==> config.mk <==
export PLATFORM = sky130hd
export DESIGN_NAME = pwr_state_ctl
export DESIGN_NICKNAME = d
export VERILOG_FILES = /design/src/rtl/pwr_state_pkg.sv /design/src/rtl/pwr_lock_timer.sv /design/src/rtl/pwr_out_decode.sv /design/src/rtl/pwr_state_ctl.sv
export SDC_FILE = /design/constraint.sdc
export NUM_CORES = 1
export LEC_CHECK = 0
export BUFFER_PORTS_ARGS = -buffer_cell sky130_fd_sc_hd__buf_2
export CAP_MARGIN = 20
export CORE_UTILIZATION = 23
export CTS_BUF_LIST = sky130_fd_sc_hd__clkbuf_16
export DETAILED_ROUTE_END_ITERATION = 10
export HOLD_SLACK_MARGIN = 0.05
export SLEW_MARGIN = 30
export SYNTH_ARGS = -nofsm -noshare
export SYNTH_HDL_FRONTEND = slang
export SYNTH_SLANG_ARGS = --single-unit
==> constraint.sdc <==
create_clock -name clk -period 2.6 [get_ports clk]
set_clock_uncertainty 0.2 [all_clocks]
set_input_delay 0.13 -clock clk [delete_from_list [all_inputs] [get_ports clk]]
set_output_delay 0.13 -clock clk [all_outputs]
set_load 0.005 [all_outputs]
==> src/rtl/pwr_state_pkg.sv <==
package pwr_state_pkg;
   localparam int STATE_W = 3;

   typedef enum logic [STATE_W-1:0] {
      PS_RUN     = 3'd0,
      PS_HALT    = 3'd1,
      PS_STOPGNT = 3'd2,
      PS_STOPCLK = 3'd3,
      PS_SNOOP   = 3'd4,
      PS_RELOCK  = 3'd5,
      PS_EXIT    = 3'd6
   } pwr_state_e;
endpackage

==> src/rtl/pwr_lock_timer.sv <==
module pwr_lock_timer #(
   parameter int LOCK_CYCLES = 8
) (
   input  logic clk,
   input  logic rst_n,
   input  logic load,
   input  logic active,
   output logic done
);
   generate
      if (LOCK_CYCLES < 1) begin : g_bad
         $error("pwr_lock_timer: LOCK_CYCLES must be at least 1");
      end else if (LOCK_CYCLES == 1) begin : g_single
         logic unused_w;
         assign unused_w = clk ^ rst_n ^ load ^ active;
         assign done = 1'b1;
      end else begin : g_count
         localparam int CNT_W = $clog2(LOCK_CYCLES);
         localparam logic [CNT_W-1:0] START = CNT_W'(LOCK_CYCLES - 1);
         logic [CNT_W-1:0] cnt_q;
         always_ff @(posedge clk) begin
            if (!rst_n)               cnt_q <= '0;
            else if (load)            cnt_q <= START;
            else if (active && cnt_q != '0) cnt_q <= cnt_q - 1'b1;
         end
         assign done = (cnt_q == '0);
      end
   endgenerate
endmodule

==> src/rtl/pwr_out_decode.sv <==
module pwr_out_decode
   import pwr_state_pkg::*;
(
   input  pwr_state_e state,
   input  logic       ext,
   output logic       core_en,
   output logic       bus_en,
   output logic       pll_en,
   output logic       lowv
);
   always_comb begin
      core_en = 1'b0;
      bus_en  = 1'b1;
      pll_en  = 1'b1;
      lowv    = ext;
      unique case (state)
         PS_RUN:     begin core_en = 1'b1; lowv = 1'b0; end
         PS_HALT,
         PS_STOPGNT: ;
         PS_STOPCLK: begin bus_en = 1'b0; pll_en = 1'b0; end
         PS_SNOOP:   core_en = 1'b1;
         PS_RELOCK:  bus_en = 1'b0;
         PS_EXIT:    lowv = 1'b0;
         default:    begin core_en = 1'b1; lowv = 1'b0; end
      endcase
   end
endmodule

==> src/rtl/pwr_state_ctl.sv <==
module pwr_state_ctl
   import pwr_state_pkg::*;
#(
   parameter int LOCK_CYCLES = 8
) (
   input  logic               clk,
   input  logic               rst_n,
   input  logic               halt_req,
   input  logic               stop_pin,
   input  logic               deep_req,
   input  logic               snoop_req,
   input  logic               snoop_done,
   input  logic               intr,
   input  logic               ext_en,
   output logic               core_clk_en,
   output logic               bus_clk_en,
   output logic               pll_en,
   output logic               lowv_req,
   output logic [STATE_W-1:0] state_o,
   output logic               ext_o
);
   pwr_state_e state_q, state_d, ret_q, ret_d;
   logic       ext_q, ext_d;
   logic       lock_load, lock_done;

   assign lock_load = (state_q == PS_STOPCLK) && !stop_pin;

   pwr_lock_timer #(.LOCK_CYCLES(LOCK_CYCLES)) u_lock (
      .clk    (clk),
      .rst_n  (rst_n),
      .load   (lock_load),
      .active (state_q == PS_RELOCK),
      .done   (lock_done)
   );

   always_comb begin
      state_d = state_q;
      ret_d   = ret_q;
      ext_d   = ext_q;
      unique case (state_q)
         PS_RUN: begin
            if (stop_pin) begin
               state_d = PS_STOPGNT;
               ext_d   = ext_en;
            end else if (halt_req) begin
               state_d = PS_HALT;
               ext_d   = ext_en;
            end
         end
         PS_HALT: begin
            if (snoop_req) begin
               state_d = PS_SNOOP;
               ret_d   = PS_HALT;
            end else if (intr) begin
               state_d = ext_q ? PS_EXIT : PS_RUN;
            end
         end
         PS_STOPGNT: begin
            if (!stop_pin)      state_d = ext_q ? PS_EXIT : PS_RUN;
            else if (snoop_req) begin
               state_d = PS_SNOOP;
               ret_d   = PS_STOPGNT;
            end else if (deep_req) state_d = PS_STOPCLK;
         end
         PS_STOPCLK: if (!stop_pin) state_d = PS_RELOCK;
         PS_SNOOP:   if (snoop_done) state_d = ret_q;
         PS_RELOCK:  if (lock_done) state_d = ext_q ? PS_EXIT : PS_RUN;
         PS_EXIT:    state_d = PS_RUN;
         default:    state_d = PS_RUN;
      endcase
      if (state_d == PS_RUN) ext_d = 1'b0;
   end

   always_ff @(posedge clk) begin
      if (!rst_n) begin
         state_q <= PS_RUN;
         ret_q   <= PS_HALT;
         ext_q   <= 1'b0;
      end else begin
         state_q <= state_d;
         ret_q   <= ret_d;
         ext_q   <= ext_d;
      end
   end

   pwr_out_decode u_dec (
      .state   (state_q),
      .ext     (ext_q),
      .core_en (core_clk_en),
      .bus_en  (bus_clk_en),
      .pll_en  (pll_en),
      .lowv    (lowv_req)
   );

   assign state_o = state_q;
   assign ext_o   = ext_q;
endmodule

== Word-level counts from Yosys, hierarchy flattened ==
Index checks and enable logic that the tools add are counted.
Widths: inputs -> output; s select.
Word-level totals
  output and inout port bits: 8
  input port bits: 9
  latch bits: 0
  memories: 0
  bits in read-only memories: 0
  memory bits (writable): 0
  bits in registers: 10
Cells by class
  bitwise logic cells: 1
  reduce and logical (&&, ||, !) cells: 16
  divide/modulo/power cells: 0
  add/sub/neg operators: 1
  multiply operators: 0
  multiplexer cells: 24
  order comparisons: 0
  equality and inequality tests: 9
  shift-type cells: 0
Operators with widths (count)
  $mux 3: 16
  $pmux 3 s6: 1
  $reduce_or 5->1: 2
  $eq 3x3->1 const B: 3
  $logic_not 3->1: 3
  $eq 3x2->1 const B: 2
  $mux 1: 6
  $ne 2x2->1 const B: 3
  $pmux 3 s2: 1
  $reduce_bool 2->1: 3
  $reduce_and 4->1: 1
  $reduce_or 2->1: 2
  $eq 3x1->1 const B: 1
  $reduce_bool 3->1: 1
  $sub 3x1->3 const B: 1
  $logic_and 1x1->1: 2
  $reduce_and 2->1: 1
  $logic_not 1->1: 1
  $not 1->1: 1

== Logic depth before layout (Yosys ltp) ==
Gate-level depths: netlist of the first run.
  depth after elaboration: 6
  gate-level depth with buffers: 6

== By module ==
From an unflattened synthesis of the first run, not the netlist that was laid out.
Second synthesis, totals
  cells, all modules: 84
  area total of the unflattened synthesis: 696.9 um^2
By module, submodules not included
  pwr_state_ctl: cells each 60, times used 1, area an instance 470.5 um^2
  pwr_lock_timer: cells each 16, times used 1, area an instance 180.2 um^2
  pwr_out_decode: cells each 8, times used 1, area an instance 46.3 um^2

== Worst setup path after synthesis of the first run ==
No wires, ideal clock.
  kind: register to register
  start point: register u_lock.g_count.cnt_q[0]
  end point: register ext_q (netlist: ext_o)
  buffers on the path: 0
  cell stages (with the launch flop): 7
  setup slack: 924 ps
  arrival time: 1334 ps
  data required time: 2258 ps
  clock period less this slack: 1676 ps
  cells stage by stage: dfxtp_1 inv_1 ha_1 nand2b_2 o311a_1 nor4_2 a311oi_2
Between the ends
  word-level cells in the longest chain between the ends: 5
Ends and longest elaborated chain
  start: declaration: line pwr_lock_timer.sv:20  | logic [CNT_W-1:0] cnt_q;
  start signal: assignment: line pwr_lock_timer.sv:24  | else if (active && cnt_q != '0) cnt_q <= cnt_q - 1'b1;
  $logic_not 3->1: line pwr_lock_timer.sv:26  | assign done = (cnt_q == '0);
  $mux 3: line pwr_state_ctl.sv:67  | PS_RELOCK: if (lock_done) state_d = ext_q ? PS_EXIT : PS_RUN;
  $pmux 3 s6: line pwr_state_ctl.sv:40  | unique case (state_q)
  $logic_not 3->1: line pwr_state_ctl.sv:71  | if (state_d == PS_RUN) ext_d = 1'b0;
  $reduce_or 2->1 (no line)
  end signal: assignment: line pwr_state_ctl.sv:82  | ext_q <= ext_d;
  end: declaration: line pwr_state_ctl.sv:23  | logic ext_q, ext_d;
No other way between the ends.
A chain may end at the register's enable or synchronous reset.

== Worst setup path after layout of the first run ==
  start point: register state_q[0] (netlist: state_o[0])
  end point: register ext_q (netlist: ext_o)
Between the ends
  word-level cells in the longest chain between the ends: 6
Ends and longest elaborated chain
  start: declaration: line pwr_state_ctl.sv:22  | pwr_state_e state_q, state_d, ret_q, ret_d;
  start signal: assignment: line pwr_state_ctl.sv:80  | state_q <= state_d;
  $mux 3: line pwr_state_ctl.sv:63  | end else if (deep_req) state_d = PS_STOPCLK;
  $mux 3: line pwr_state_ctl.sv:60  | else if (snoop_req) begin
  $mux 3: line pwr_state_ctl.sv:59  | if (!stop_pin) state_d = ext_q ? PS_EXIT : PS_RUN;
  $pmux 3 s6: line pwr_state_ctl.sv:40
  $logic_not 3->1: line pwr_state_ctl.sv:71
  $reduce_or 2->1 (no line)
Parallel ways exist; a longest one is shown, timed or not.

==> summary.txt, run 1 <==
CTS
  – Sink Count: 9
  – TritonCTS clock tree: built
  – Clk Latency, worst-skew pair: ~0.23 ns
  – Worst-path clk slew: 0.04 ns
  – CTS Buf Count: 3
  – Clock Path Buffers: 2
  – H-tree levels: 1
  – Root Buffer: clkbuf_16

Synthesis
  – YS warnings: 0
  – Netlist Area Pre-Place: around 690 sq um
  – Register bit total from synthesis: 9
  – Post-synth top cells: 9 x dfxtp_1, 9 x nor2_1, 6 x inv_1, 6 x nand2b_1
  – Top area cells in the synthesized netlist: dfxtp_1 26%, nand2b_1 5.5%, nor2_1 4.9%
  – Avg Synthesized Cell Area: 8.26 sq um
  – Post-synthesis cell type with the largest combined area: dfxtp_1
  – Post-synthesis cell count: 83
  – Post-Syn Nets: 94
  – Seq/Total Area, Yosys: 0.263
  – Post-synth EDFFs: 0
  – Netlist cell types: 38
  – Top FF cell, synth: dfxtp_1
  – Async SR Flop Fraction: 0
  – Top cell type's share of synthesized area: 0.263

Power and ir drop
  – Worst VDD drop: about 0.00025 V
  – Power, Total: ~0.57 mW
  – Power density over the cells: 659 mW/mm^2
  – Pleak: ~0.35 nW

Route
  – Vias per cell: 5.01
  – Drt total wl: 1650 um
  – 1st-pass router iterations: 5
  – Detailed-route wire length per cell: ~13 um
  – Detailed Route Iter0 Violations: 20
  – # DRC: 0
  – Final ANT Viol Nets: 0
  – Via count: about 660

Global routing
  – Overflow after GRT: 0
  – Number of global-route vias before repair: slightly below 600
  – Global-route wire length before repair: ~2700 um
  – Initial antenna violation count: 0
  – Largest net degree at the start of global routing: 17
  – GRT Util Overall: 0.106

Floorplanning
  – Core Box Area: 0.00278 sq mm
  – Die Ht: around 57 um
  – Starting density of the core: 0.247
  – Total I/O pin count: 17
  – Die W: about 57 um
  – Cell Rows: 19
  – Die Area: ~0.0032 sq mm

Critical path
  – Worst Path Arrival: around 1.9 ns
  – Crit end category: register
  – Worst reg2reg path endpoint: ext_o$_SDFFE_PP0P_
  – CP Data Required Time: roughly 2.5 ns
  – Kind of critical path: register to register
  – Worst Path Max Fanout: 15
  – Reg2reg start: state_o[0]$_SDFF_PN0_
  – Crit start category: register
  – Reg2Reg Setup Slack: ~0.62 ns
  – Reg2Reg Depth: 4

STA
  – Upper clock frequency limit: 505 MHz
  – Slew @ Worst Pin: roughly 0.47 ns
  – Final Hold Viols: 0
  – RSZ-0062 raised after global routing: false
  – Number of setup violations in the final report: 0
  – Minimum clock period: about 2.0 ns
  – Setup_tns: 0 ns
  – Final Max Tran Viols: 0
  – Final period utilization: 0.762
  – Slew headroom: 0.687

Finish
  – ANT cells: 0
  – Area grow syn2layout: 25.2%
  – Layout cell share with drive strength beyond 1: 0.280
  – Post-Layout Cell Count: around 130
  – Fin nets: 112

Placed design
  – Routability congestion estimate: a little over 0.8
  – Placed Instances: around 130
  – Number of port buffers: 16
  – DP Wirelength: approximately 1300 um

Min path
  – Hold depth: 3
  – Hold WC Path Type: input pin to register
  – Worst Hold Path EP: ext_o$_SDFFE_PP0P_
  – Worst Hold Launch: ext_en

Status
  – Status: complete, no violations

Run
  – Max_cap viols: 0
## worst max path at each step
stage                     slack (ns)  depth (start not counted)                 end                                  from
after floorplan                 0.92                          6  ext_o$_SDFFE_PP0P_  u_lock.g_count.cnt_q[0]$_SDFFE_PN0P_
after global placement          0.77                          4  ext_o$_SDFFE_PP0P_                 state_o[0]$_SDFF_PN0_
after detailed placement        0.65                          4  ext_o$_SDFFE_PP0P_                 state_o[0]$_SDFF_PN0_
after CTS                       0.63                          4  ext_o$_SDFFE_PP0P_                 state_o[0]$_SDFF_PN0_
after global routing            0.51                          4  ext_o$_SDFFE_PP0P_                 state_o[0]$_SDFF_PN0_
final                           0.62                          4  ext_o$_SDFFE_PP0P_                 state_o[0]$_SDFF_PN0_
## area by class of cell
type | count | area, sq um
well taps | 31 | 38.8
fillers | 293 | 1920
multi-input cells | 64 | 448
repair buffers | 17 | 90.1
inverters | 6 | 22.5
clock inverters | 1 | 3.75
clock buffers | 3 | 75.1
flip-flops and latches | 9 | 180
## power breakdown
part           switching, mW  leakage, nW  internal (mW)  total, mW
clock network         0.0620       0.0423          0.200      0.263
logic                 0.0628        0.239         0.0638      0.127
registers             0.0272       0.0732          0.150      0.177
total                  0.152        0.355          0.414      0.566
## cells in the final DEF, fill, tap and decap left out, types with 2 or more instances in the layout
cell and count:
dfxtp_1 9, a21oi_1 4, a221oi_1 2, a31oi_1 2, nand2b_1 6, nor3_1 3
nor2_1 9, ha_1 2, buf_2 16, nand2_1 4, clkbuf_16 3, inv_1 7
o21a_1 2, o21ai_0 3, mux2i_1 3, nand3b_1 3
## critical path: stages (launching register included)
cell and delay (ns):
dfxtp_1 0.57, inv_1 0.17, o311a_1 0.39, nor4_2 0.36
a311oi_2 0.15
## state kept, by name, summed over array words and instances, names as in the netlist
signal	count
ext_o	1
u_lock.g_count.cnt_q	3
state_o	3
ret_q	2
## per-layer routing
layer	vias to the layer above	global-route usage	routed length [um]	share of wire
met1	298	0.128	727	0.44
li1	332	-	-	-
met5	-	0	0	0
met4	0	0.0523	36	0.022
met2	20	0.176	795	0.48
met3	6	0.0230	87	0.053
## stage by stage
step                 util  cell area (sq um)  hold WS [ns]  setup slack [ns]
floorplan               -                686      -0.00806             0.924
global placement    0.277                769         0.143             0.772
detailed placement  0.277                769         0.148             0.653
CTS                 0.309                858        0.0780             0.635
global route        0.309                858        0.0798             0.509
finish              0.309                858        0.0826             0.618
## cells by family after synthesis
group	count (synthesis)	synth area share
flip-flops	9	0.263
adder cells (fa/ha/maj)	2	0.0365
XOR/XNOR	1	0.0128
AND/OR/NAND/NOR	38	0.345
buffers and inverters	10	0.0839
multiplexers	4	0.0602
AO/OA/AOI/OAI	19	0.199
## timing repair
action	in CTS	in global routing
hold buffers	1	0
buffers inserted	0	0
gates resized for setup	0	0
endpoints found under the hold margin	4	0
Power figures use the tool's default switching activity.
==> run 2: changes to the inputs <==
==> constraint.sdc (replaced) <==
create_clock -name clk -period 2 [get_ports clk]
set_clock_uncertainty 0.2 [all_clocks]
set_input_delay 0.1 -clock clk [delete_from_list [all_inputs] [get_ports clk]]
set_output_delay 0.1 -clock clk [all_outputs]
set_load 0.005 [all_outputs]
==> summary.txt, run 2 (synthesis results as in run 1) <==
Global routing
  – GRT Util Overall: 0.118 (+0.0117)
  – Overflow after GRT: 0 (unchanged)
  – Global-route wire length before repair: 2880 um (+8.0%)
  – Largest net degree at the start of global routing: 17 (unchanged)
  – Number of global-route vias before repair: 683 (+17%)
  – Initial antenna violation count: 0 (unchanged)

Finish
  – Fin util: 0.318 (+0.00900)
  – Design Area, Final: 883 sq um (+2.9%)
  – Fin nets: 115 (+2.7%)
  – ANT cells: 0 (unchanged)
  – Commonest non-fill, non-tap cell in the layout: buf_2
  – Area grow syn2layout: 28.8%
  – Post-Layout Cell Count: 134 (+2.3%)
  – Most frequent cells in the layout: 16 x buf_2, 9 x nor2_1, 9 x dfxtp_1, 7 x inv_1, 6 x nand2b_1
  – Layout cell share with drive strength beyond 1: 0.291 (+0.0113)

STA
  – Upper clock frequency limit: 551 MHz (+9.3%)
  – Slew headroom: 0.685 (-0.00231)
  – Final Max Tran Viols: 0 (unchanged)
  – Slew @ Worst Pin: 0.472 ns (+0.00346 ns)
  – Setup_tns: 0 ns (unchanged)
  – Final Hold Viols: 0 (unchanged)
  – Worst setup margin: 0.186 ns (-0.432 ns)
  – Minimum clock period: 1.81 ns (-0.168 ns)
  – Number of setup violations in the final report: 0 (unchanged)
  – Final period utilization: 0.907 (+0.145)
  – RSZ-0062 raised after global routing: false
  – Hold WS: 0.134 ns (+0.0509 ns)

Run
  – Max_cap viols: 0 (unchanged)

CTS
  – Hold buffer count at CTS: 2 (+1)
  – Clk Latency, worst-skew pair: 0.23 ns (about the same)
  – Worst-path clk slew: 0.04 ns (about the same)
  – Sink Count: 9 (unchanged)
  – Root Buffer: clkbuf_16
  – H-tree levels: 1 (unchanged)
  – TritonCTS clock tree: built
  – Post_cts resized: 0 (unchanged)
  – CTS Buf Count: 3 (unchanged)
  – Clock Path Buffers: 2 (unchanged)
  – Post-CTS setup repair buffer count: 0 (unchanged)

Critical path
  – Crit end category: register
  – Crit start category: register
  – CP max stage cell: dfxtp_1
  – Worst Path Arrival: 1.71 ns (-0.16 ns)
  – Critical-path cell list: nor2b_1, and4_1, nor4b_2, a311oi_2
  – CP Data Required Time: 1.90 ns (-0.59 ns)
  – Worst Path Max Fanout: 16 (+1)
  – Max incr delay on CP: 0.60 ns (+0.03 ns)
  – Kind of critical path: register to register

Placed design
  – Number of port buffers: 16 (unchanged)
  – Dpl cell area: 785 sq um (+2.0%)
  – DP Wirelength: 1260 um (+0.45%)
  – Routability congestion estimate: 0.816 (-0.17%)
  – Pre-CTS setup slack: 0.179 ns (-0.474 ns)
  – Placed Instances: 128 (+1.6%)

Route
  – Vias per cell: 4.99 (-0.45%)
  – 1st-pass router iterations: 4 (-1)
  – Detailed Route Iter0 Violations: 26 (+30%)
  – # DRC: 0 (unchanged)
  – Detailed-route wire length per cell: 12.5 um (-0.81%)
  – Drt total wl: 1670 um (+1.5%)
  – Final ANT Viol Nets: 0 (unchanged)
  – Via count: 668 (+1.8%)

Floorplanning
  – Core Box Area: 0.00278 sq mm (unchanged)
  – Die W: 56.6 um (unchanged)
  – Total I/O pin count: 17 (unchanged)
  – Die Ht: 56.6 um (unchanged)
  – Cell Rows: 19 (unchanged)
  – Die Area: 0.00320 sq mm (unchanged)
  – Starting density of the core: 0.247 (unchanged)

Status
  – Status: complete, no violations

Power and ir drop
  – Pleak: 0.370 nW (+4.2%)
  – Worst VDD drop: 0.000300 V (+23%)
  – Power density over the cells: 849 mW/mm^2 (+29%)
  – Power, Total: 0.750 mW (+33%)

Min path
  – Hold WC Path Type: input pin to register
run 2: cell types whose count changed in the layout (fill, tap and decap cells not counted), sizes merged:
cell | previous run | this run
dlygate4sd3 | 1 | 2
buf | 16 | 18
run 2: path summary, 6_finish.rpt:
check | to | slack, ns | depth (start not counted) | start
hold / removal | state_o[0]$_SDFF_PN0_ | 0.13 | 4 | snoop_done
setup / recovery | ext_o$_SDFFE_PP0P_ | 0.19 | 4 | state_o[1]$_SDFF_PN0_
setup reg to reg | ext_o$_SDFFE_PP0P_ | 0.19 | 4 | state_o[1]$_SDFF_PN0_
hold reg to reg | ret_q[0]$_SDFFE_PN1P_ | 0.27 | 2 | ret_q[0]$_SDFFE_PN1P_
run 2: layout make-up:
class | instances | area, sq um
clock inverter | 1 | 3.75
sequential | 9 | 180
multi-input combinational | 64 | 448
tap | 31 | 38.8
fill | 294 | 1900
timing repair buffer | 20 | 115
clock buffer | 3 | 75.1
inverter | 6 | 22.5
run 2: metal layers:
layer,global-route usage,vias up,part of all wire
met1,0.132,309,0.44
met3,0.0346,3,0.045
met5,0,-,0
li1,-,342,-
met2,0.198,14,0.50
met4,0.0662,0,0.014
run 2: worst max-delay path: cells and delay by family (launching register included):
family	cells	cell delay [ns]
AO/OA/AOI/OAI	1	0.14
AND/OR/NAND/NOR	3	0.73
flip-flops	1	0.60
run 2: where the power goes:
group          switching [mW]  leakage [nW]  internal [mW]
clock                  0.0869        0.0423          0.261
sequential             0.0275        0.0732          0.194
combinational          0.0903         0.254         0.0897
total                   0.205         0.370          0.545
